### config.mk
export PLATFORM = sky130hd
export DESIGN_NAME = pos_popcnt_engine
export DESIGN_NICKNAME = d
export VERILOG_FILES = /design/src/rtl/pos_popcnt_pkg.sv /design/src/rtl/ppc_transpose.sv /design/src/rtl/ppc_plane_count.sv /design/src/rtl/ppc_sat_acc.sv /design/src/rtl/pos_popcnt_engine.sv
export SDC_FILE = /design/constraint.sdc
export NUM_CORES = 1
export LEC_CHECK = 0
export BUFFER_PORTS_ARGS = -buffer_cell sky130_fd_sc_hd__buf_2
export CAP_MARGIN = 10
export CELL_PAD_IN_SITES_DETAIL_PLACEMENT = 0
export CELL_PAD_IN_SITES_GLOBAL_PLACEMENT = 1
export CORE_MARGIN = 2
export CORE_UTILIZATION = 43
export DETAILED_ROUTE_END_ITERATION = 16
export GPL_TIMING_DRIVEN = 0
export PLACE_DENSITY = 0.82
export SETUP_SLACK_MARGIN = 0.02
export SKIP_LAST_GASP = 1
export SLEW_MARGIN = 20
export SYNTH_ARGS = -nofsm -noshare
export SYNTH_HDL_FRONTEND = slang
export SYNTH_SLANG_ARGS = --single-unit
export TNS_END_PERCENT = 5
### constraint.sdc
create_clock -name clk_i -period 7.8 [get_ports clk_i]
set_input_delay 1.17 -clock clk_i [delete_from_list [all_inputs] [get_ports clk_i]]
set_output_delay 1.17 -clock clk_i [all_outputs]
set_load 0.02 [all_outputs]
### src/rtl/pos_popcnt_pkg.sv
package pos_popcnt_pkg;
  localparam int unsigned BYTE_W = 8;

  function automatic int unsigned min3(int unsigned a, int unsigned b, int unsigned c);
    int unsigned m;
    m = (a < b) ? a : b;
    return (m < c) ? m : c;
  endfunction
endpackage

### src/rtl/ppc_transpose.sv
module ppc_transpose #(
  parameter int unsigned LANES  = 8,
  parameter int unsigned BYTE_W = 8
) (
  input  logic [LANES*BYTE_W-1:0] lanes_i,
  output logic [BYTE_W*LANES-1:0] planes_o
);
  // plane k, bit i  <=  lane i, bit k
  for (genvar k = 0; k < BYTE_W; k++) begin : g_plane
    for (genvar i = 0; i < LANES; i++) begin : g_lane
      assign planes_o[k*LANES + i] = lanes_i[i*BYTE_W + k];
    end
  end
endmodule

### src/rtl/ppc_plane_count.sv
module ppc_plane_count #(
  parameter int unsigned LANES = 8,
  localparam int unsigned PC_W = $clog2(LANES + 1)
) (
  input  logic [LANES-1:0] plane_i,
  output logic [PC_W-1:0]  cnt_o
);
  always_comb begin
    cnt_o = '0;
    for (int i = 0; i < LANES; i++) cnt_o = cnt_o + PC_W'(plane_i[i]);
  end
endmodule

### src/rtl/ppc_sat_acc.sv
module ppc_sat_acc #(
  parameter int unsigned ACC_W = 32,
  parameter int unsigned INC_W = 4
) (
  input  logic             clk_i,
  input  logic             rst_ni,
  input  logic             clr_i,
  input  logic             add_i,
  input  logic [INC_W-1:0] inc_i,
  output logic [ACC_W-1:0] acc_o
);
  logic [ACC_W-1:0] acc_q;
  logic [ACC_W:0]   sum;

  assign sum   = {1'b0, acc_q} + (ACC_W+1)'(inc_i);
  assign acc_o = acc_q;

  always_ff @(posedge clk_i or negedge rst_ni) begin
    if (!rst_ni)    acc_q <= '0;
    else if (clr_i) acc_q <= '0;
    else if (add_i) acc_q <= sum[ACC_W] ? {ACC_W{1'b1}} : sum[ACC_W-1:0];
  end

  assert_no_wrap_R9: assert property (@(posedge clk_i) disable iff (!rst_ni)
    !clr_i |=> acc_q >= $past(acc_q));
  assert_sat_hold_R9: assert property (@(posedge clk_i) disable iff (!rst_ni)
    (!clr_i && acc_q == {ACC_W{1'b1}}) |=> acc_q == {ACC_W{1'b1}});
  assert_idle_hold_R8: assert property (@(posedge clk_i) disable iff (!rst_ni)
    (!clr_i && !add_i) |=> $stable(acc_q));
endmodule

### src/rtl/pos_popcnt_engine.sv
module pos_popcnt_engine
  import pos_popcnt_pkg::*;
#(
  parameter int unsigned LANES = 8,
  parameter int unsigned ACC_W = 32,
  parameter int unsigned LEN_W = 16,
  localparam int unsigned CNT_W = $clog2(LANES + 1),
  localparam int unsigned PC_W  = $clog2(LANES + 1)
) (
  input  logic                      clk_i,
  input  logic                      rst_ni,
  input  logic                      start_i,
  input  logic [LEN_W-1:0]          len_i,
  input  logic                      in_valid_i,
  output logic                      in_ready_o,
  input  logic [LANES*BYTE_W-1:0]   in_data_i,
  input  logic [CNT_W-1:0]          in_count_i,
  output logic [BYTE_W*ACC_W-1:0]   count_o,
  output logic                      done_o
);
  logic             busy_q, done_q;
  logic [LEN_W-1:0] rem_q;
  logic             start_ok, xfer, last_grp;
  logic [LANES*BYTE_W-1:0] masked;
  logic [BYTE_W*LANES-1:0] planes;

  assign start_ok   = start_i && !busy_q;
  assign xfer       = in_valid_i && busy_q;
  assign last_grp   = rem_q <= LEN_W'(LANES);
  assign in_ready_o = busy_q;
  assign done_o     = done_q;

  // zero every lane past the lane count or the remaining length
  for (genvar i = 0; i < LANES; i++) begin : g_mask
    logic keep;
    assign keep = (CNT_W'(i) < in_count_i) && (LEN_W'(i) < rem_q);
    assign masked[i*BYTE_W +: BYTE_W] = keep ? in_data_i[i*BYTE_W +: BYTE_W] : '0;
  end

  ppc_transpose #(.LANES(LANES), .BYTE_W(BYTE_W)) u_xpose (
    .lanes_i (masked),
    .planes_o(planes)
  );

  for (genvar k = 0; k < BYTE_W; k++) begin : g_pos
    logic [PC_W-1:0] pc;
    ppc_plane_count #(.LANES(LANES)) u_cnt (
      .plane_i(planes[k*LANES +: LANES]),
      .cnt_o  (pc)
    );
    ppc_sat_acc #(.ACC_W(ACC_W), .INC_W(PC_W)) u_acc (
      .clk_i (clk_i),
      .rst_ni(rst_ni),
      .clr_i (start_ok),
      .add_i (xfer),
      .inc_i (pc),
      .acc_o (count_o[k*ACC_W +: ACC_W])
    );
  end

  always_ff @(posedge clk_i or negedge rst_ni) begin
    if (!rst_ni) begin
      busy_q <= 1'b0;
      done_q <= 1'b0;
      rem_q  <= '0;
    end else begin
      done_q <= 1'b0;
      if (start_ok) begin
        rem_q  <= len_i;
        busy_q <= (len_i != '0);
        done_q <= (len_i == '0);
      end else if (xfer) begin
        // full group step, even for a short final group
        rem_q <= last_grp ? '0 : rem_q - LEN_W'(LANES);
        if (last_grp) begin
          busy_q <= 1'b0;
          done_q <= 1'b1;
        end
      end
    end
  end

  assert_zero_len_R2: assert property (@(posedge clk_i) disable iff (!rst_ni)
    (start_ok && len_i == '0) |=> (done_o && !in_ready_o));
  assert_ready_drop_R6: assert property (@(posedge clk_i) disable iff (!rst_ni)
    (xfer && last_grp) |=> !in_ready_o);
  assert_done_pulse_R7: assert property (@(posedge clk_i) disable iff (!rst_ni)
    (done_o && !start_i) |=> !done_o);
  assert_start_ignored_R1: assert property (@(posedge clk_i) disable iff (!rst_ni)
    (in_ready_o && start_i && !(in_valid_i && last_grp)) |=> in_ready_o);
  assert_hold_ready_R3: assert property (@(posedge clk_i) disable iff (!rst_ni)
    (in_ready_o && !in_valid_i) |=> in_ready_o);
endmodule

==> results of run 1 <==
area by class of cell:
type / count / area share [%]
Antenna cell: 1 / 0.01157
Timing Repair Buffer: 348 / 8.438
Inverter: 106 / 1.839
Buffer: 112 / 2.036
Clock inverter: 2 / 0.06362
Sequential cell: 274 / 31.69
Multi-Input combinational cell: 1531 / 48.05
Tap cell: 539 / 3.117
Clock buffer: 54 / 4.748
power groups by stage:
stage	sequential, mW	clock, mW	combinational (mW)
6_report	1.85	1.55	1.89
3_3_place_gp	1.85	0	1.79
2_1_floorplan	1.97	0	1.10
3_5_place_dp	1.86	0	1.85
4_1_cts	1.84	1.56	1.86
5_1_grt	1.87	1.61	2.08
how the worst min path moves through the flow:
stage | startpoint | to | slack [ps] | cells after the start
after global placement | g_pos[7].u_acc.acc_o[27] | g_pos[7].u_acc.acc_o[27] | 500 | 1
final | g_pos[5].u_acc.acc_o[22] | g_pos[5].u_acc.acc_o[22] | 520 | 1
after CTS | g_pos[5].u_acc.acc_o[22] | g_pos[5].u_acc.acc_o[22] | 520 | 1
after global routing | g_pos[5].u_acc.acc_o[22] | g_pos[5].u_acc.acc_o[22] | 540 | 1
after detailed placement | g_pos[4].u_acc.acc_o[2] | g_pos[4].u_acc.acc_o[2] | 510 | 2
after floorplan | rem_q[10] | rem_q[10] | 510 | 2
state kept, by name, summed over array words and instances (netlist names):
signal             flops
done_o                 1
in_ready_o             1
rem_q                 16
g_pos.u_acc.acc_o    256
repair_timing:
action                                  CTS  global route
endpoints found under the setup margin   43           141
gates resized for setup                   1             5
hold endpoints to repair                  0             0
pin swaps                                 0             1
per-layer routing:
metal	part of all wire (%)	wire length (um)	vias to the layer above
li1	-	-	8460
met1	40	30860	9401
met2	44	33390	1087
met3	10	7950	217
met4	5.6	4313	2
met5	0.017	13	-
kinds of logic (layout without fill, tap and decap cells):
kind of cell | after synthesis | count (layout)
and+or+nand+nor | 825 | 825
AOI/OAI and AO/OA | 555 | 555
DFF | 274 | 274
buffers and inverters | 218 | 622
adders and majority gates | 98 | 98
muxes | 33 | 33
xor gates and xnor gates | 20 | 20
other | 0 | 1
synthesized netlist by cell type (7+ instances only):
cell type	n	area (sq um)
a211oi_1	37	277.8
a21o_1	14	105.1
a21oi_1	94	470.5
a22oi_1	20	150.1
a311oi_1	10	87.58
a31oi_1	48	300.3
a41oi_1	12	105.1
and2_1	69	431.7
and3_1	51	319.1
and4_1	38	332.8
buf_1	8	30.03
buf_2	11	55.05
clkbuf_1	93	349.1
dfrtp_1	274	6857
fa_1	40	800.8
ha_1	58	725.7
inv_1	106	397.9
mux2_2	25	281.5
mux2i_1	8	80.08
nand2_1	183	686.9
nand2b_1	12	75.07
nand3_1	169	845.8
nand4_1	80	500.5
nor2_1	68	255.2
nor2b_1	18	112.6
nor3_1	44	220.2
nor4_1	31	193.9
nor4b_1	7	61.31
o2111ai_1	9	78.83
o211a_1	9	90.09
o211ai_1	97	728.2
o21a_1	11	82.58
o21ai_0	95	475.5
o221ai_1	7	61.31
o311ai_0	27	236.5
or3_1	17	106.4
or4_1	10	75.07
xnor2_1	19	166.4
==> metrics, run 1 <==
status finished clean; max-cap violations 0; die area 43600 sq um; Clk Latency, worst-skew pair 550 ps; DR DRC count 0; worst reg2reg path startpoint rem_q[5]; vias per cell 6.460; Yosys cell types 75; Clock Power Share between 20% and 30%; final antenna-violating net count 0; DRT Wirelength 76520 um; simple-gate share of the synthesized area roughly a quarter; final instance area 21630 sq um; CTS root buf clkbuf_16; dpl ws -244.1 ps; Syn Std Cell Area 18040 sq um; share of layout cells above drive strength 1 19.16%; Switch Pwr 2.069 mW; Post-Synth XOR/XNOR Area 0.9711%; routability cong. 0.9687; Worst Hold Class reg2reg; I/O Buffers 344; crit path cell chain or4_1 > buf_2 > nor4_2 > and2_1 > a21oi_1 > and2_1 > ha_1 > inv_1 > fa_1 > inv_1 > fa_1 > fa_1 > inv_1 > fa_1 > fa_1 > nand2b_1 > a211oi_1 > and2_1 > a21boi_0 > a311oi_1; #FFs+latches synth 274; Reg clk slew, reported paths 60 ps; register area about 6900 sq um; fillcell total 4003; IO Pins 346; Gate power share 35.8%; placed inst area approximately 21000 sq um; Initial DRC Count about 2300; H-tree depth 2; dpl hpwl 54870 um; die height 208.8 um; drt pass-1 iters 6; number of global-route vias before repair 18010; Core Rows 75; Post-synth ARST share 100.0%; Peak supply drop 134.2 uV; Crit. Startpoint rem_q[5]; Top Usage Layer GRT met2; Core Util, Final 51.92%; via count 19170; Reg power frac 35.0%; Yosys Warn Count 0; Pwr Density 244.5 nW/um^2; Clock Sinks 274; commonest cells after routing, fill and taps aside 355 x buf_2, 274 x dfrtp_1, 182 x nand2_1; Pleak 10.05 nW; Syn Nets ~2200; Buf+Inv Stages, Crit Path 4; EDFF count, synth 0; CTS buffer count 34; worst setup path end g_pos[5].u_acc.acc_o[14]; fmax 0.1309 GHz; period utilization 97.96%; Post-Synthesis Cells 2023; worst reg2reg path endpoint g_pos[5].u_acc.acc_o[14]; initial antenna violation count 2; CP required 8160 ps; CP top delay family adder cells; Inst Count DP 2910; Core Area 41670 sq um; worst hold slack 515.9 ps; largest net degree at the start of global routing 83; commonest non-fill, non-tap cell in the layout buf_2; footprint of the multi-input gates 10400 sq um; Slew Limit Fails 0; post-synthesis sequential area ratio 38.01%; post-synthesis adder-cell area fraction 8.462%; most frequent cell on the critical path fa_1; CP startpoint kind register; met1 usage 46.06%; hold bufs inserted after CTS 0; grt ovf 0; met2 Usage GRT 51.60%; Compound-Gate Fraction of Synth Area 21.08%; Mapped Avg Cell Area about 9 sq um; Sw Share a little under 40%; RSZ-0062 raised after global routing yes; main combinational cell family by area after synthesis simple AND/OR/NAND/NOR gates; Tightest Pin Transition 1255 ps; final worst slack 159.2 ps; mux share of post-synthesis cell area 2.005%; first-pass GRT wire length roughly 110000 um; slowest stage delay, CP 740 ps; P_int 3.220 mW; Max FO, Critical Path 8; Chip Width 208.8 um; Crit. path cell count 20; setup TNS 0 ps; Critical-path top delay cell a211oi_1; Post-CTS Setup Inserts 0; fin crit period 7641 ps; slew margin rel. 16.35%; starting density of the core 43.29%; routed len/inst around 26 um; Worst setup EP type register; Final #Nets 2593; Setup violations, final 0; endpoints failing hold 0; total track usage 34.44%; reg2reg path depth 20; final cell count without fillers ~3000; Clock Tree Buf Depth 3; critical path class reg2reg; crit path DAT 8000 ps; Main synth FF type dfrtp_1; Area Overhead vs Synth 19.93%; CTS tree built; met3 Use GR between 8 and 9%; overall power 5.289 mW; reg2reg setup slack approximately 160 ps; Setup Skew 37.28 ps
Power figures use the tool's default switching activity.
==> run 2, diff against run 1 <==
--- a/config.mk
+++ b/config.mk
@@ -9,7 +9,7 @@
 export CAP_MARGIN = 10
 export CELL_PAD_IN_SITES_DETAIL_PLACEMENT = 0
 export CELL_PAD_IN_SITES_GLOBAL_PLACEMENT = 1
-export CORE_MARGIN = 2
+export CORE_MARGIN = 10
 export CORE_UTILIZATION = 43
 export DETAILED_ROUTE_END_ITERATION = 16
 export GPL_TIMING_DRIVEN = 0
==> metrics, run 2 (synthesis gave the netlist of run 1 again) <==
status finished clean; Peak supply drop 136.2 uV (+1.5%); Core Util, Final 52.75% (+0.83 points); Tightest Pin Transition 1332 ps (+77.51 ps); initial antenna violation count 4 (+2); Pwr Density 247.0 nW/um^2 (+1.0%); commonest cells after routing, fill and taps aside 355 x buf_2, 274 x dfrtp_1, 183 x nand2_1; commonest non-fill, non-tap cell in the layout buf_2; CTS buffer count 35 (+2.9%); share of layout cells above drive strength 1 19.38% (+0.22 points); Core Area 41110 sq um (-1.3%); P_int 3.262 mW (+1.3%); hold bufs inserted after CTS 0 (unchanged); final antenna-violating net count 0 (unchanged); most frequent cell on the critical path fa_1; Setup Skew 13.13 ps (-24.15 ps); CTS tree built; die area 50540 sq um (+16%); Reg clk slew, reported paths 50 ps (about the same); number of global-route vias before repair 18100 (+0.49%); register area 6857 sq um (unchanged); DR DRC count 0 (unchanged); Area Overhead vs Synth 20.22%; Critical-path top delay cell a211oi_1; max-cap violations 0 (unchanged); worst reg2reg path startpoint rem_q[5]; setup TNS 0 ps (unchanged); Sw Share 39.11% (about the same); DRT Wirelength 79650 um (+4.1%); n_diodes 0 (-1); Gate power share 35.6% (-0.2 points); CTS root buf clkbuf_16; crit path DAT 7910 ps (-90 ps); RSZ-0062 raised after global routing no; fin crit period 7436 ps (-204.5 ps); CP top delay family adder cells; dpl hpwl 57760 um (+5.3%); Clock Sinks 274 (unchanged); routed len/inst 26.93 um (+4.4%); critical path class reg2reg; CP required 8280 ps (+120 ps); period utilization 95.34% (-2.6 points); drt pass-1 iters 5 (-1); fmax 0.1345 GHz (+2.7%); endpoints failing hold 0 (unchanged); Clock Tree Buf Depth 3 (unchanged); max FFs per register 256 (unchanged); slowest stage delay, CP 900 ps (+160 ps); Reg power frac 34.7% (-0.3 points); total track usage 30.37% (-4.1 points); Top Usage Layer GRT met2; vias per cell 6.481 (+0.32%); grt ovf 0 (unchanged); footprint of the multi-input gates 10410 sq um (+0.11%); Hold Startpoint g_pos[7].u_acc.acc_o[27]; worst hold stages 1 (unchanged); largest net degree at the start of global routing 90 (+8.4%); fillcell total 3948 (-1.4%); Max FO, Critical Path 8 (unchanged); starting density of the core 43.88% (+0.59 points); via count 19160 (-0.021%); CP startpoint kind register; worst reg2reg path endpoint g_pos[7].u_acc.acc_o[31]; Switch Pwr 2.095 mW (+1.2%); IO Pins 346 (unchanged); Slew Limit Fails 0 (unchanged); I/O Buffers 344 (unchanged); die height 224.8 um (+7.7%); Worst setup EP type register; Initial DRC Count 2042 (-12%); Final #Nets 2595 (+0.077%); Chip Width 224.8 um (+7.7%); Core Rows 74 (-1.3%); Clk Latency, worst-skew pair 550 ps (about the same); slew margin rel. 11.18% (-5.2 points); met3 Use GR 8.107% (-0.73 points); Setup violations, final 0 (unchanged); routability cong. 0.9433 (-2.6%); Worst Hold Class reg2reg; Pleak 10.08 nW (+0.24%); reg2reg path depth 20 (unchanged); Buf+Inv Stages, Crit Path 4 (unchanged); reg2reg setup slack 360 ps (+200 ps); first-pass GRT wire length 117000 um (+3.0%); Clock Power Share 29.6% (+0.4 points); crit path cell chain or4_1 > buf_2 > nor4_4 > and2_1 > a21oi_2 > and2_1 > ha_1 > inv_1 > fa_1 > inv_1 > fa_1 > fa_1 > inv_1 > fa_1 > fa_1 > nand2b_1 > a211oi_1 > nand4_1 > o31a_1 > nand2_1; H-tree depth 2 (unchanged); met2 Usage GRT 47.11% (-4.5 points); met1 usage 39.59% (-6.5 points); Hold Crit Endpoint g_pos[7].u_acc.acc_o[27]
run 2: cell count changes in the layout (fill, tap and decap cells not counted), moves of 2 or more:
cell	before	now
clkbuf_1	100	96
a21oi_1	91	89
a21oi_2	3	5
clkbuf_16	35	37
clkbuf_2	4	2
clkinvlp_4	0	2
run 2: cell type report:
| cell class | count | share of cell area (%) |
|---|---|---|
| plain buffers | 112 | 2.019 |
| clock buffers | 51 | 4.927 |
| clock inverters | 2 | 0.06924 |
| inverters | 106 | 1.835 |
| multi-input cells | 1531 | 47.99 |
| flip-flops and latches | 274 | 31.62 |
| well taps | 532 | 3.069 |
| repair buffers | 349 | 8.470 |
run 2: stage by stage:
step	worst slack, ps	cells	power [mW]	hold WS, ps	cell area, sq um
finish	363.7	2957	5.357	519.8	21690
global route	41.38	2957	5.624	547.1	21690
CTS	61.18	2957	5.320	516.9	21660
detailed placement	-226.9	2904	3.735	510.1	20570
global placement	-76.70	2899	3.670	501.3	20430
floorplan	1371	2023	3.062	508.0	18040
run 2: worst max-delay path by stage:
| stage | endpoint | slack (ps) | start | depth (start not counted) |
|---|---|---|---|---|
| finish | g_pos[7].u_acc.acc_o[31] | 360 | rem_q[5] | 20 |
| global route | g_pos[7].u_acc.acc_o[31] | 40 | rem_q[5] | 20 |
| CTS | g_pos[4].u_acc.acc_o[16] | 60 | rem_q[5] | 22 |
| detailed placement | g_pos[4].u_acc.acc_o[16] | -230 | rem_q[5] | 22 |
| global placement | g_pos[4].u_acc.acc_o[16] | -80 | rem_q[5] | 22 |
| floorplan | g_pos[1].u_acc.acc_o[10] | 1370 | rem_q[6] | 21 |
run 2: worst register-to-register path, delay by kind of cell (launching register included):
kind	cells	cell delay [ps]
buffers and inverters	4	360
DFF	1	440
AOI/OAI and AO/OA	3	1420
and+or+nand+nor	7	2480
adders and majority gates	6	2670
run 2: power groups by stage:
stage / clock network (mW) / registers (mW) / logic [mW]
global placement: 0 / 1.86 / 1.81
finish: 1.59 / 1.86 / 1.91
floorplan: 0 / 1.97 / 1.10
CTS: 1.59 / 1.85 / 1.88
detailed placement: 0 / 1.87 / 1.87
global route: 1.64 / 1.88 / 2.10
run 2: layer usage:
metal	part of all wire, %	vias up
met1	40	9405
li1	-	8479
met3	11	156
met4	4.1	0
met5	0	-
met2	45	1123
run 2: repair_timing:
action / CTS / global route
setup buffers: 0 / 0
endpoints found under the setup margin: 52 / 86
resized for setup: 1 / 3
pin swaps: 0 / 0
